File: src/rtl/ivl_timer_pkg.sv
package ivl_timer_pkg;

  localparam logic [2:0] A_CMD   = 3'd0;
  localparam logic [2:0] A_MODE  = 3'd1;
  localparam logic [2:0] A_PER   = 3'd2;
  localparam logic [2:0] A_STAT  = 3'd3;
  localparam logic [2:0] A_IESET = 3'd4;
  localparam logic [2:0] A_IECLR = 3'd5;
  localparam logic [2:0] A_IEN   = 3'd6;
  localparam logic [2:0] A_CNT   = 3'd7;

  localparam int CMD_RUN  = 0;
  localparam int CMD_STOP = 1;
  localparam int CMD_RST  = 2;

  localparam int MODE_CMP = 0;
  localparam int MODE_EXT = 1;

  localparam int ST_W    = 8;
  localparam int ST_WRAP = 0;
  localparam int ST_HIT  = 4;
  localparam int ST_EXT  = 7;
  localparam logic [ST_W-1:0] ST_VALID =
    ST_W'((1 << ST_WRAP) | (1 << ST_HIT) | (1 << ST_EXT));

  typedef struct packed {
    logic countGo;
    logic restart;
  } tmr_strobe_t;

endpackage

File: src/rtl/ivl_timer_dp.sv
module ivl_timer_dp
  import ivl_timer_pkg::*;
#(
  parameter int CNT_W = 16
) (
  input  logic             clk,
  input  logic             rstN,
  input  tmr_strobe_t      strb,
  input  logic [CNT_W-1:0] perVal,
  output logic [CNT_W-1:0] count,
  output logic             wrapEvt,
  output logic             hitEvt,
  output logic             perEq
);

  localparam logic [CNT_W-1:0] CNT_MAX = {CNT_W{1'b1}};
  localparam logic [CNT_W-1:0] CNT_ONE = {{(CNT_W-1){1'b0}}, 1'b1};

  logic [CNT_W-1:0] cntQ;
  logic [CNT_W-1:0] nextCnt;

  always_comb begin
    nextCnt = strb.restart ? '0 : cntQ + CNT_ONE;
  end

  always_ff @(posedge clk) begin
    if (!rstN) begin
      cntQ <= '0;
    end else if (strb.countGo) begin
      cntQ <= nextCnt;
    end
  end

  assign count   = cntQ;
  assign wrapEvt = strb.countGo && !strb.restart && (cntQ == CNT_MAX);
  assign hitEvt  = strb.countGo && (nextCnt == perVal);
  assign perEq   = (cntQ == perVal);

endmodule

File: src/rtl/ivl_timer_ctrl.sv
module ivl_timer_ctrl
  import ivl_timer_pkg::*;
#(
  parameter int CNT_W       = 16,
  parameter int DATA_W      = 16,
  parameter int SYNC_STAGES = 2
) (
  input  logic              clk,
  input  logic              rstN,
  input  logic              cntTick,
  input  logic              syncIn,
  input  logic              extTrigIn,
  input  logic              regWr,
  input  logic              regRd,
  input  logic [2:0]        regAddr,
  input  logic [DATA_W-1:0] regWdata,
  output logic [DATA_W-1:0] regRdata,
  output logic              irq,
  input  logic [CNT_W-1:0]  count,
  input  logic              wrapEvt,
  input  logic              hitEvt,
  input  logic              perEq,
  output tmr_strobe_t       strb,
  output logic [CNT_W-1:0]  perVal,
  output logic              clkEnQ,
  output logic [ST_W-1:0]   statusQ,
  output logic [ST_W-1:0]   maskQ
);

  localparam int MODE_W = 2;

  logic [SYNC_STAGES:0] extSh;
  logic                 extRise;
  logic [MODE_W-1:0]    modeQ;
  logic [CNT_W-1:0]     perQ;
  logic                 pendQ;
  logic                 cmdWr, runReq, stopReq, swTrig;
  logic                 effEn, trigNow, extEvt, statRd;
  logic [ST_W-1:0]      setVec;

  // external event: synchronizer chain followed by an edge detector
  always_ff @(posedge clk) begin
    if (!rstN) extSh <= '0;
    else       extSh <= {extSh[SYNC_STAGES-1:0], extTrigIn};
  end
  assign extRise = extSh[SYNC_STAGES-1] && !extSh[SYNC_STAGES];

  assign cmdWr   = regWr && (regAddr == A_CMD);
  assign runReq  = cmdWr && regWdata[CMD_RUN];
  assign stopReq = cmdWr && regWdata[CMD_STOP];
  assign swTrig  = cmdWr && regWdata[CMD_RST];

  // run state as it stands after this cycle's command; stop has priority
  always_comb begin
    if (stopReq)     effEn = 1'b0;
    else if (runReq) effEn = 1'b1;
    else             effEn = clkEnQ;
  end

  assign extEvt  = effEn && modeQ[MODE_EXT] && extRise;
  assign trigNow = effEn && (swTrig || syncIn || extEvt ||
                             (modeQ[MODE_CMP] && perEq));

  assign strb.countGo = clkEnQ && cntTick;
  assign strb.restart = pendQ || trigNow;

  always_ff @(posedge clk) begin
    if (!rstN) begin
      clkEnQ <= 1'b0;
      pendQ  <= 1'b0;
    end else begin
      clkEnQ <= effEn;
      if (!effEn || strb.countGo) pendQ <= 1'b0;
      else if (trigNow)           pendQ <= 1'b1;
    end
  end

  always_ff @(posedge clk) begin
    if (!rstN) begin
      modeQ <= '0;
      perQ  <= '0;
    end else if (regWr) begin
      if (regAddr == A_MODE) modeQ <= regWdata[MODE_W-1:0];
      if (regAddr == A_PER)  perQ  <= regWdata[CNT_W-1:0];
    end
  end
  assign perVal = perQ;

  always_comb begin
    setVec          = '0;
    setVec[ST_WRAP] = wrapEvt;
    setVec[ST_HIT]  = hitEvt;
    setVec[ST_EXT]  = extEvt;
  end

  assign statRd = regRd && (regAddr == A_STAT);

  always_ff @(posedge clk) begin
    if (!rstN) begin
      statusQ <= '0;
      maskQ   <= '0;
    end else begin
      statusQ <= statRd ? setVec : (statusQ | setVec);
      if (regWr && regAddr == A_IESET)
        maskQ <= maskQ | (regWdata[ST_W-1:0] & ST_VALID);
      else if (regWr && regAddr == A_IECLR)
        maskQ <= maskQ & ~regWdata[ST_W-1:0];
    end
  end

  assign irq = |(statusQ & maskQ);

  always_comb begin
    regRdata = '0;
    case (regAddr)
      A_MODE:  regRdata[MODE_W-1:0] = modeQ;
      A_PER:   regRdata[CNT_W-1:0]  = perQ;
      A_STAT:  regRdata[ST_W-1:0]   = statusQ;
      A_IEN:   regRdata[ST_W-1:0]   = maskQ;
      A_CNT:   regRdata[CNT_W-1:0]  = count;
      default: regRdata = '0;
    endcase
  end

endmodule

File: src/rtl/ivl_timer_chan.sv
module ivl_timer_chan
  import ivl_timer_pkg::*;
#(
  parameter int CNT_W  = 16,
  parameter int DATA_W = 16
) (
  input  logic              clk,
  input  logic              rstN,
  input  logic              cntTick,
  input  logic              syncIn,
  input  logic              extTrigIn,
  input  logic              regWr,
  input  logic              regRd,
  input  logic [2:0]        regAddr,
  input  logic [DATA_W-1:0] regWdata,
  output logic [DATA_W-1:0] regRdata,
  output logic              irq
);

  tmr_strobe_t      strb;
  logic [CNT_W-1:0] count;
  logic [CNT_W-1:0] perVal;
  logic             wrapEvt, hitEvt, perEq, clkEnQ;
  logic [ST_W-1:0]  statusQ, maskQ;

  ivl_timer_ctrl #(.CNT_W(CNT_W), .DATA_W(DATA_W), .SYNC_STAGES(2)) u_ctrl (
    .clk(clk), .rstN(rstN), .cntTick(cntTick), .syncIn(syncIn),
    .extTrigIn(extTrigIn), .regWr(regWr), .regRd(regRd), .regAddr(regAddr),
    .regWdata(regWdata), .regRdata(regRdata), .irq(irq), .count(count),
    .wrapEvt(wrapEvt), .hitEvt(hitEvt), .perEq(perEq), .strb(strb),
    .perVal(perVal), .clkEnQ(clkEnQ), .statusQ(statusQ), .maskQ(maskQ)
  );

  ivl_timer_dp #(.CNT_W(CNT_W)) u_dp (
    .clk(clk), .rstN(rstN), .strb(strb), .perVal(perVal), .count(count),
    .wrapEvt(wrapEvt), .hitEvt(hitEvt), .perEq(perEq)
  );

endmodule

File: config.mk
export PLATFORM = sky130hd
export DESIGN_NAME = ivl_timer_chan
export DESIGN_NICKNAME = d
export VERILOG_FILES = /design/src/rtl/ivl_timer_pkg.sv /design/src/rtl/ivl_timer_dp.sv /design/src/rtl/ivl_timer_ctrl.sv /design/src/rtl/ivl_timer_chan.sv
export SDC_FILE = /design/constraint.sdc
export NUM_CORES = 1
export LEC_CHECK = 0
export ABC_AREA = 1
export BUFFER_PORTS_ARGS = -buffer_cell sky130_fd_sc_hd__buf_2
export CELL_PAD_IN_SITES_DETAIL_PLACEMENT = 1
export CELL_PAD_IN_SITES_GLOBAL_PLACEMENT = 1
export CORE_ASPECT_RATIO = 0.75
export CORE_MARGIN = 1
export CORE_UTILIZATION = 34
export CTS_BUF_LIST = sky130_fd_sc_hd__clkbuf_4 sky130_fd_sc_hd__clkbuf_8 sky130_fd_sc_hd__clkbuf_16
export CTS_CLUSTER_DIAMETER = 120
export DETAILED_ROUTE_END_ITERATION = 7
export HOLD_SLACK_MARGIN = 0.03
export PLACE_DENSITY_LB_ADDON = 0.1
export SYNTH_ARGS = -nofsm -noshare
export SYNTH_HDL_FRONTEND = slang
export SYNTH_HIERARCHICAL = 1
export SYNTH_SLANG_ARGS = --single-unit
File: constraint.sdc
create_clock -name clk -period 2.8 [get_ports clk]
set_clock_uncertainty 0.1 [all_clocks]
set_input_delay 0.28 -clock clk [delete_from_list [all_inputs] [get_ports clk]]
set_output_delay 0.28 -clock clk [all_outputs]
set_load 0.05 [all_outputs]
==> results of run 1 <==
-- timing repair --
item	4_1_cts	5_1_grt
hold endpoints to repair	0	0
resized for setup	15	11
buffers inserted	0	1
pin swaps	1	13
setup endpoints to repair	1	1
-- final cells by class --
cell class,instances,area [µm²]
clock inverters,1,8.758
inverters,63,244.0
repair buffers,77,480.5
clock buffers,7,152.6
well taps,108,135.1
flip-flops and latches,50,1008
multi-input cells,346,1871
fillers,1168,4736
-- worst min-delay path by stage --
stage / end / start / depth (start not counted)
3_3_place_gp: u_ctrl/extSh[2]$_SDFF_PN0_ / u_ctrl/extSh[1]$_SDFF_PN0_ / 2
2_1_floorplan: u_ctrl/extSh[0]$_SDFF_PN0_ / extTrigIn / 2
3_5_place_dp: u_ctrl/maskQ[5]$_SDFFE_PN0P_ / u_ctrl/maskQ[5]$_SDFFE_PN0P_ / 2
6_report: u_ctrl/extSh[0]$_SDFF_PN0_ / extTrigIn / 3
4_1_cts: u_ctrl/extSh[0]$_SDFF_PN0_ / extTrigIn / 3
5_1_grt: u_ctrl/extSh[0]$_SDFF_PN0_ / extTrigIn / 3
-- worst max-delay path: stages, from the launching register on --
cell       delay [ns]
dfxtp_1          0.32
xnor2_1          0.39
o2111ai_2        0.23
nor4_4           0.19
nand2_1          0.09
nand2_1          0.07
nor2_1           0.04
nand2_1          0.08
nand3_2          0.07
nand2_2          0.11
inv_4            0.06
buf_6            0.14
nand3_1          0.13
nand2_1          0.10
nand2_2          0.09
nand3_1          0.08
nor2_1           0.15
nand3_1          0.10
nor2_1           0.13
a21oi_1          0.05
nor2_1           0.08
-- per-stage QoR --
| step | setup TNS (ns) | instances |
|---|---|---|
| after floorplan | 0 | 473 |
| after global placement | -0.07891 | 643 |
| after detailed placement | -0.1446 | 643 |
| after CTS | 0 | 651 |
| after global routing | -0.2161 | 652 |
| final | -0.04447 | 652 |
-- routing by layer --
| layer | routed length (µm) | GRT usage, % | part of all wire, % | vias to the layer above |
|---|---|---|---|---|
| li1 | - | - | - | 1699 |
| met1 | 6246 | 39.75 | 54 | 1692 |
| met2 | 4748 | 37.04 | 41 | 82 |
| met3 | 534 | 3.755 | 4.6 | 11 |
| met4 | 144 | 6.303 | 1.2 | 0 |
| met5 | 0 | 0 | 0 | - |
-- power breakdown --
group	leakage [nW]	total [mW]	internal (mW)	switching [mW]
Combinational	1.23	0.219	0.0806	0.138
Clock	0.0801	0.670	0.382	0.287
Sequential	0.408	0.743	0.727	0.0153
-- registers in the layout, summed over array words and instances (netlist names), named ones only --
name / count
u_ctrl/maskQ: 5
u_ctrl/modeQ: 2
u_ctrl/clkEnQ: 1
u_ctrl/pendQ: 1
u_ctrl/statusQ: 3
u_ctrl/extSh: 3
u_ctrl/perVal: 16
u_dp/count: 16
==> out/metrics.yaml, run 1 <==
outcome:
  outcome: "complete, but fails checks"
  violations: "DRC, setup timing"
timing:
  grt_setup_unrepaired: "true"
  fin_ws_ns: -0.04447
  period_needed_ns: 2.844
  slew_viol_final: 0
  hold_viol: 0
  timing.hold.ws_ns: 0.05586
  period_share_pct: 101.6
  achievable-frequency_ghz: 0.3516
  max_slew.worst_pin.slew_ns: 0.6624
  setup_violations: 1
  slew_headroom_pct: 55.84
clock_network:
  post_cts_hold_buffer_count: 0
  cts_buffers: 5
  clkLatencyLatePin_ns: 0.30
  cts.clk_slew.worst_paths_ns: 0.07
  clock_path_buffers: 2
  cts.sink_count: 50
  cts-root-buf: "clkbuf_16"
  cts_tree: "done"
  htree_levels: 2
yosys:
  postSynthCellCount: 473
  synth.avg_cell_area_um2: 6.550
  synth_area_um2: 3098
  synthesis.nets: 500
  ys_warn_count: 6
routing:
  routed-via-count: 3484
  wl_per_cell_um: 17.90
  drtAntennaViolNets: 0
  dr.pass1.iters: 7
  routed_wl_um: 11670
  vias_per_cell: 5.344
  first_iter_violations: 222
  drc: 1
setup_path:
  required_ns: 2.94
  path_max_fanout: 12
  crit_arrival_ns: 2.98
  r2r_slack_ns: -0.04
  crit_path_end: "u_ctrl/statusQ[4]$_SDFF_PN0_"
  critPathCaptureType: "flip-flop"
  r2r_end: "u_ctrl/statusQ[4]$_SDFF_PN0_"
  crit_path_start_kind: "flip-flop"
  rr_worst_depth: 20
  worstReg2RegStart: "u_dp/count[5]$_SDFFE_PN0P_"
  crit_path_start: "u_dp/count[5]$_SDFFE_PN0P_"
  setup.worst_path.class: "reg2reg"
grt:
  grt_pass1_wl_um: 18630
  grt_use_total_pct: 25.80
  grt_overflow: 0
  antenna_found_initial: 0
  grt_max_degree: 40
  grt_pass1_vias: 3434
finish:
  stdcell_area_um2: 3900
  fin_util_pct: 45.16
  syn2layout_area_growth_pct: 25.89
  nets: 570
  final_cell_mix: "nand2_1, inv_1, nor2_1"
  drive_gt1_share_pct: 25.00
  diodes: 0
  final_common_cell: "nand2_1"
power:
  p_leak_nw: 1.717
  power_mw: 1.631
  p_per_area_nw_per_um2: 418.2
  peakVddDrop_mv: 0.2666
die:
  core_area_um2: 8636
  die_h_um: 84.67
  row_count: 29
  die_w_um: 112.2
  initial_utilization_pct: 35.87
  die_area_um2: 9501
  ios: 43
place:
  dpl.hpwl_um: 9162
  io_buffer_count: 42
  placed_area_um2: 3622
  dpl_worst_slack_ns: -0.1446
  gp_congestion: 0.8668
min_path:
  hp-class: "in2reg"
flow_run:
  cap_violations: 0
Power figures use the tool's default switching activity.
==> run 2, diff against run 1 <==
CORE_UTILIZATION = 30   (was 34)
SETUP_SLACK_MARGIN = 0.02   (was default)
SYNTH_HIERARCHICAL = default   (was 1)
==> out/metrics.yaml, run 2 <==
outcome:
  outcome: "finished, final reports clean"
routing:
  routed_wl_um: 11250
  vias_per_cell: 5.042
  drc: 0
  wl_per_cell_um: 17.56
  routed-via-count: 3232
  dr.pass1.iters: 4
  drtAntennaViolNets: 0
  first_iter_violations: 160
grt:
  grt_overflow: 0
  grt_max_degree: 28
  grt_use_total_pct: 22.21
  grt_pass1_vias: 3255
  antenna_found_initial: 0
  grt_pass1_wl_um: 18220
die:
  row_count: 31
  initial_utilization_pct: 31.45
  ios: 43
  core_area_um2: 9813
  die_w_um: 119.1
  die_h_um: 89.85
  die_area_um2: 10700
yosys:
  ys_warn_count: 0
  synthArstFlopShare_pct: 0
  synthesis.nets: 497
  synth_cell_types: 39
  yosysTopAreaCellShare_pct: 32.43
  yosysMostFrequentCell: "nand2_1"
  synth_common_cells: "nand2_1, inv_1, dfxtp_1"
  synth_edf_count: 0
  postSynthCellCount: 470
  yosysTopAreaCell: "dfxtp_1"
  ys.flop_type: "dfxtp_1"
  synth_area_um2: 3087
  ys_seq_elements: 50
  ys_seq_area_share_pct: 32.43
  yosys-top-cells-area: "dfxtp_1, nand2_1, inv_1"
  synth.avg_cell_area_um2: 6.567
power:
  power_mw: 1.570
  p_leak_nw: 1.573
  p_per_area_nw_per_um2: 438.8
  peakVddDrop_mv: 0.1815
finish:
  stdcell_area_um2: 3577
  fillers: 1300
  stdcell_count: 641
  final_cell_mix: "nand2_1, inv_1, dfxtp_1"
  diodes: 0
  drive_gt1_share_pct: 19.25
  syn2layout_area_growth_pct: 15.89
  nets: 535
  final_common_cell: "nand2_1"
  fin_util_pct: 36.45
timing:
  period_share_pct: 88.60
  achievable-frequency_ghz: 0.4031
  period_needed_ns: 2.481
  max_slew.worst_pin.slew_ns: 0.8098
  grt_setup_unrepaired: "false"
  hold_viol: 0
  fin_tns_setup_ns: 0
  slew_viol_final: 0
  setup_violations: 0
  timing.hold.ws_ns: 0.06845
  slew_headroom_pct: 45.95
  fin_ws_ns: 0.3192
flow_run:
  cap_violations: 0
setup_path:
  rr_worst_depth: 15
  crit_slowest_cell: "dfxtp_2"
  r2r_slack_ns: 0.32
  path_max_fanout: 7
  cp_common_cell: "nand2_1"
  slowest_delay_ns: 0.42
  cp_cell_sequence: "ha_1 > nand2_1 > nor2_2 > nand2_1 > nor2_2 > nand3_1 > xor2_1 > nand3_1 > nand2_1 > nand2_1 > nor2_1 > nand2_1 > nor2_2 > nand3_2 > a21oi_2"
  setup.worst_path.class: "reg2reg"
  required_ns: 2.94
  worstReg2RegStart: "u_dp.count[0]$_SDFFE_PN0P_"
  critPathCaptureType: "flip-flop"
  r2r_end: "u_ctrl.statusQ[4]$_SDFF_PN0_"
  crit_path_start_kind: "flip-flop"
  crit_arrival_ns: 2.62
place:
  placed_area_um2: 3421
  gp_congestion: 0.8322
  dpl.hpwl_um: 8863
  io_buffer_count: 42
  dp_cells: 633
  dpl_worst_slack_ns: 0.1908
min_path:
  hp-start: "extTrigIn"
  hp-class: "in2reg"
  holdPathStages: 3
  whs_endpoint: "u_ctrl.extSh[0]$_SDFF_PN0_"
clock_network:
  cts.sink_count: 50
  cts.clk_slew.worst_paths_ns: 0.08
  clock_path_buffers: 2
  cts_buffers: 5
  htree_levels: 2
  post_cts_hold_buffer_count: 0
  clkLatencyLatePin_ns: 0.30
  cts-root-buf: "clkbuf_16"
  cts_tree: "done"
[run 2: changes by cell type in the layout (fill, tap and decap cells not counted), sizes merged, moves of 7 or more]
cell / before / now
a21oi: 24 / 41
nand3: 52 / 29
a22o: 8 / 0
inv: 63 / 71
buf: 77 / 47
nor2: 64 / 34
xor2: 1 / 12
nand2: 106 / 122
o22ai: 2 / 9
xnor2: 12 / 0
[run 2: final cells by class]
type / count / area [µm²] / area share [%]
flip-flops and latches: 50 / 1003 / 28.05
multi-input cells: 334 / 1747 / 48.83
inverters: 70 / 262.8 / 7.345
clock inverters: 3 / 26.28 / 0.7345
well taps: 132 / 165.2 / 4.617
repair buffers: 47 / 247.7 / 6.926
clock buffers: 5 / 125.1 / 3.498
[run 2: how the worst max path moves through the flow]
stage	start	endpoint	slack, ns	depth (start not counted)
after detailed placement	u_dp.count[0]$_SDFFE_PN0P_	u_ctrl.statusQ[4]$_SDFF_PN0_	0.19	15
after floorplan	regAddr[0]	regRdata[3]	0.58	5
after global routing	u_dp.count[0]$_SDFFE_PN0P_	u_ctrl.statusQ[4]$_SDFF_PN0_	0.08	15
after global placement	u_dp.count[0]$_SDFFE_PN0P_	u_ctrl.statusQ[4]$_SDFF_PN0_	0.22	15
final	u_dp.count[0]$_SDFFE_PN0P_	u_ctrl.statusQ[4]$_SDFF_PN0_	0.32	15
after CTS	u_dp.count[0]$_SDFFE_PN0P_	u_ctrl.statusQ[4]$_SDFF_PN0_	0.16	15
[run 2: cell families (layout without fill, tap and decap cells)]
kind of cell	Yosys count	count (layout)	synth area share, %
xor+xnor	12	12	3.891
compound gates	105	105	19.38
simple gates	216	216	32.83
buf+inv	86	125	11.07
flops	50	50	32.43
fa+ha+maj	1	1	0.4053
[run 2: repair_timing]
item                       CTS  global route
gates resized for setup      0             3
setup buffers                0             0
setup endpoints to repair    0             1
[run 2: critical path: cells and delay by family, from the launching register on]
family | cells | cell delay, ns
AND/OR/NAND/NOR | 12 | 1.37
XOR/XNOR | 1 | 0.20
flip-flops | 1 | 0.42
adder cells (fa/ha/maj) | 1 | 0.22
AO/OA/AOI/OAI | 1 | 0.11
[run 2: report_power, final]
| part | internal, mW | switching, mW | total [mW] |
|---|---|---|---|
| combinational | 0.0566 | 0.124 | 0.181 |
| clock | 0.340 | 0.307 | 0.648 |
| sequential | 0.726 | 0.0156 | 0.741 |
[run 2: per-layer routing]
metal | wire [µm] | global-route usage, % | vias to the layer above
met2 | 4490 | 30.38 | 62
met5 | 0 | 0 | -
met3 | 543 | 3.807 | 6
met4 | 83 | 3.903 | 0
li1 | - | - | 1625
met1 | 6136 | 35.52 | 1539
==> run 3, diff against run 2 <==
--- a/config.mk
+++ b/config.mk
@@ -12,5 +12,5 @@
 export CORE_ASPECT_RATIO = 0.75
 export CORE_MARGIN = 1
-export CORE_UTILIZATION = 30
+export CORE_UTILIZATION = 40
 export CTS_BUF_LIST = sky130_fd_sc_hd__clkbuf_4 sky130_fd_sc_hd__clkbuf_8 sky130_fd_sc_hd__clkbuf_16
 export CTS_CLUSTER_DIAMETER = 120
==> constraint.sdc (replaced) <==
create_clock -name clk -period 2.8 [get_ports clk]
set_clock_uncertainty 0.1 [all_clocks]
set_input_delay 0.14 -clock clk [delete_from_list [all_inputs] [get_ports clk]]
set_output_delay 0.14 -clock clk [all_outputs]
set_load 0.05 [all_outputs]
==> out/metrics.yaml, run 3 (synthesis results as in run 2) <==
place:
  dp_cells: 600
  gp_congestion: 1.008
  placed_area_um2: 3367
  io_buffer_count: 42
  dpl.hpwl_um: 8365
power:
  power_mw: 1.505
  peakVddDrop_mv: 0.1997
  p_leak_nw: 1.618
  p_per_area_nw_per_um2: 412.0
timing:
  slew_headroom_pct: 33.88
  period_share_pct: 91.68
  period_needed_ns: 2.567
  grt_setup_unrepaired: "false"
  achievable-frequency_ghz: 0.3896
  slew_viol_final: 0
  fin_tns_setup_ns: 0
  max_slew.worst_pin.slew_ns: 0.9907
  setup_violations: 0
  hold_viol: 0
die:
  ios: 43
  die_w_um: 103.4
  die_h_um: 78.08
  die_area_um2: 8076
  initial_utilization_pct: 41.72
  core_area_um2: 7398
  row_count: 27
finish:
  drive_gt1_share_pct: 17.75
  syn2layout_area_growth_pct: 18.36
  fin_util_pct: 49.38
  diodes: 0
  stdcell_area_um2: 3654
  nets: 550
  final-seq-area_um2: 1001
  final_cell_mix: "nand2_1, inv_1, dfxtp_1"
  fillers: 999
  multiInputGateArea_um2: 1744
  stdcell_count: 625
  final_common_cell: "nand2_1"
setup_path:
  setup.worst_path.class: "reg2reg"
  crit_slowest_cell: "dfxtp_1"
  required_ns: 2.95
  cp_common_cell: "nand2_1"
  crit_path_start_kind: "flip-flop"
  slowest_delay_ns: 0.48
  critPathCaptureType: "flip-flop"
  cp_cell_sequence: "ha_1 > nand2_1 > nor2_1 > nand2_1 > nor2_2 > nand2_1 > o31ai_1 > nand2_1 > nor2_2 > xor2_1 > nor2_1 > nand3_2 > a21oi_2"
  crit_arrival_ns: 2.72
  path_max_fanout: 7
clock_network:
  cts.clk_slew.worst_paths_ns: 0.11
  cts_tree: "done"
  cts_buffers: 5
  clkLatencyLatePin_ns: 0.32
  cts.sink_count: 50
  post-cts-setup-buffers: 0
  cts-root-buf: "clkbuf_8"
  clock_path_buffers: 2
  htree_levels: 2
routing:
  first_iter_violations: 262
  wl_per_cell_um: 17.60
  drc: 0
  routed_wl_um: 11000
  dr.pass1.iters: 5
  drtAntennaViolNets: 0
  vias_per_cell: 5.514
  routed-via-count: 3446
flow_run:
  cap_violations: 0
grt:
  antenna_found_initial: 0
  grt_pass1_wl_um: 17210
  grt_use_total_pct: 28.71
  grt_pass1_vias: 3268
  grt_overflow: 0
  grt_max_degree: 34
outcome:
  outcome: "finished, final reports clean"
min_path:
  hp-class: "in2reg"
-- run 3: changes by cell type in the layout (fill, tap and decap cells not counted) --
cell           previous run  this run
clkbuf_16                 5         0
dfxtp_1                  48        50
buf_4                     5         3
nor2_1                   24        25
clkinv_4                  1         0
dfxtp_2                   2         0
bufinv_16                 0         1
dlygate4sd3_1             0        17
clkbuf_8                  0         5
nor2_2                    8         7
-- run 3: final timing paths --
check                                                 from  slack, ns                           end  depth (start not counted)
worst min-delay path                            regAddr[0]       0.07                     flip-flop                          4
worst max register to register  u_dp.count[0]$_SDFFE_PN0P_       0.23  u_ctrl.statusQ[4]$_SDFF_PN0_                         13
worst max-delay path            u_dp.count[0]$_SDFFE_PN0P_       0.23  u_ctrl.statusQ[4]$_SDFF_PN0_                         13
worst min register to register  u_ctrl.extSh[1]$_SDFF_PN0_       0.33    u_ctrl.extSh[2]$_SDFF_PN0_                          2
-- run 3: per-layer routing --
layer	up-vias	track usage (%)	wire length (µm)
met2	119	40.99	4577
li1	1662	-	-
met3	11	5.076	791
met1	1654	44.19	5537
met5	-	0	0
met4	0	6.197	91
-- run 3: cell type report --
type | instances | area share [%]
tap | 101 | 3.459
clock inverter | 3 | 1.301
multi-input combinational | 334 | 47.74
inverter | 70 | 7.192
clock buffer | 5 | 1.884
sequential | 50 | 27.40
timing repair buffer | 62 | 11.03
-- run 3: worst max-delay path: cells and delay by family (launching register included) --
family | cells | cell delay, ns
adders and majority gates | 1 | 0.23
xor gates and xnor gates | 1 | 0.09
DFF | 1 | 0.48
AOI/OAI and AO/OA | 2 | 0.36
and+or+nand+nor | 9 | 1.24
-- run 3: timing repair --
| action | 4_1_cts | 5_1_grt |
|---|---|---|
| hold endpoints to repair | 20 | 0 |
| gates resized for setup | 0 | 0 |
| hold buffers | 17 | 0 |
-- run 3: where the power goes --
group          switching, mW  total [mW]  internal (mW)  leakage (nW)
Clock                  0.293       0.566          0.274        0.0591
Combinational          0.125       0.196         0.0713          1.15
Sequential            0.0166       0.743          0.726         0.405
-- run 3: metrics by stage --
stage / worst slack [ns] / hold slack (ns)
after detailed placement: 0.3435 / 0.2303
after CTS: 0.2842 / 0.06958
final: 0.2331 / 0.06711
after global placement: 0.3589 / 0.2219
after floorplan: 0.7724 / 0.1376
after global routing: 0.07973 / 0.09319
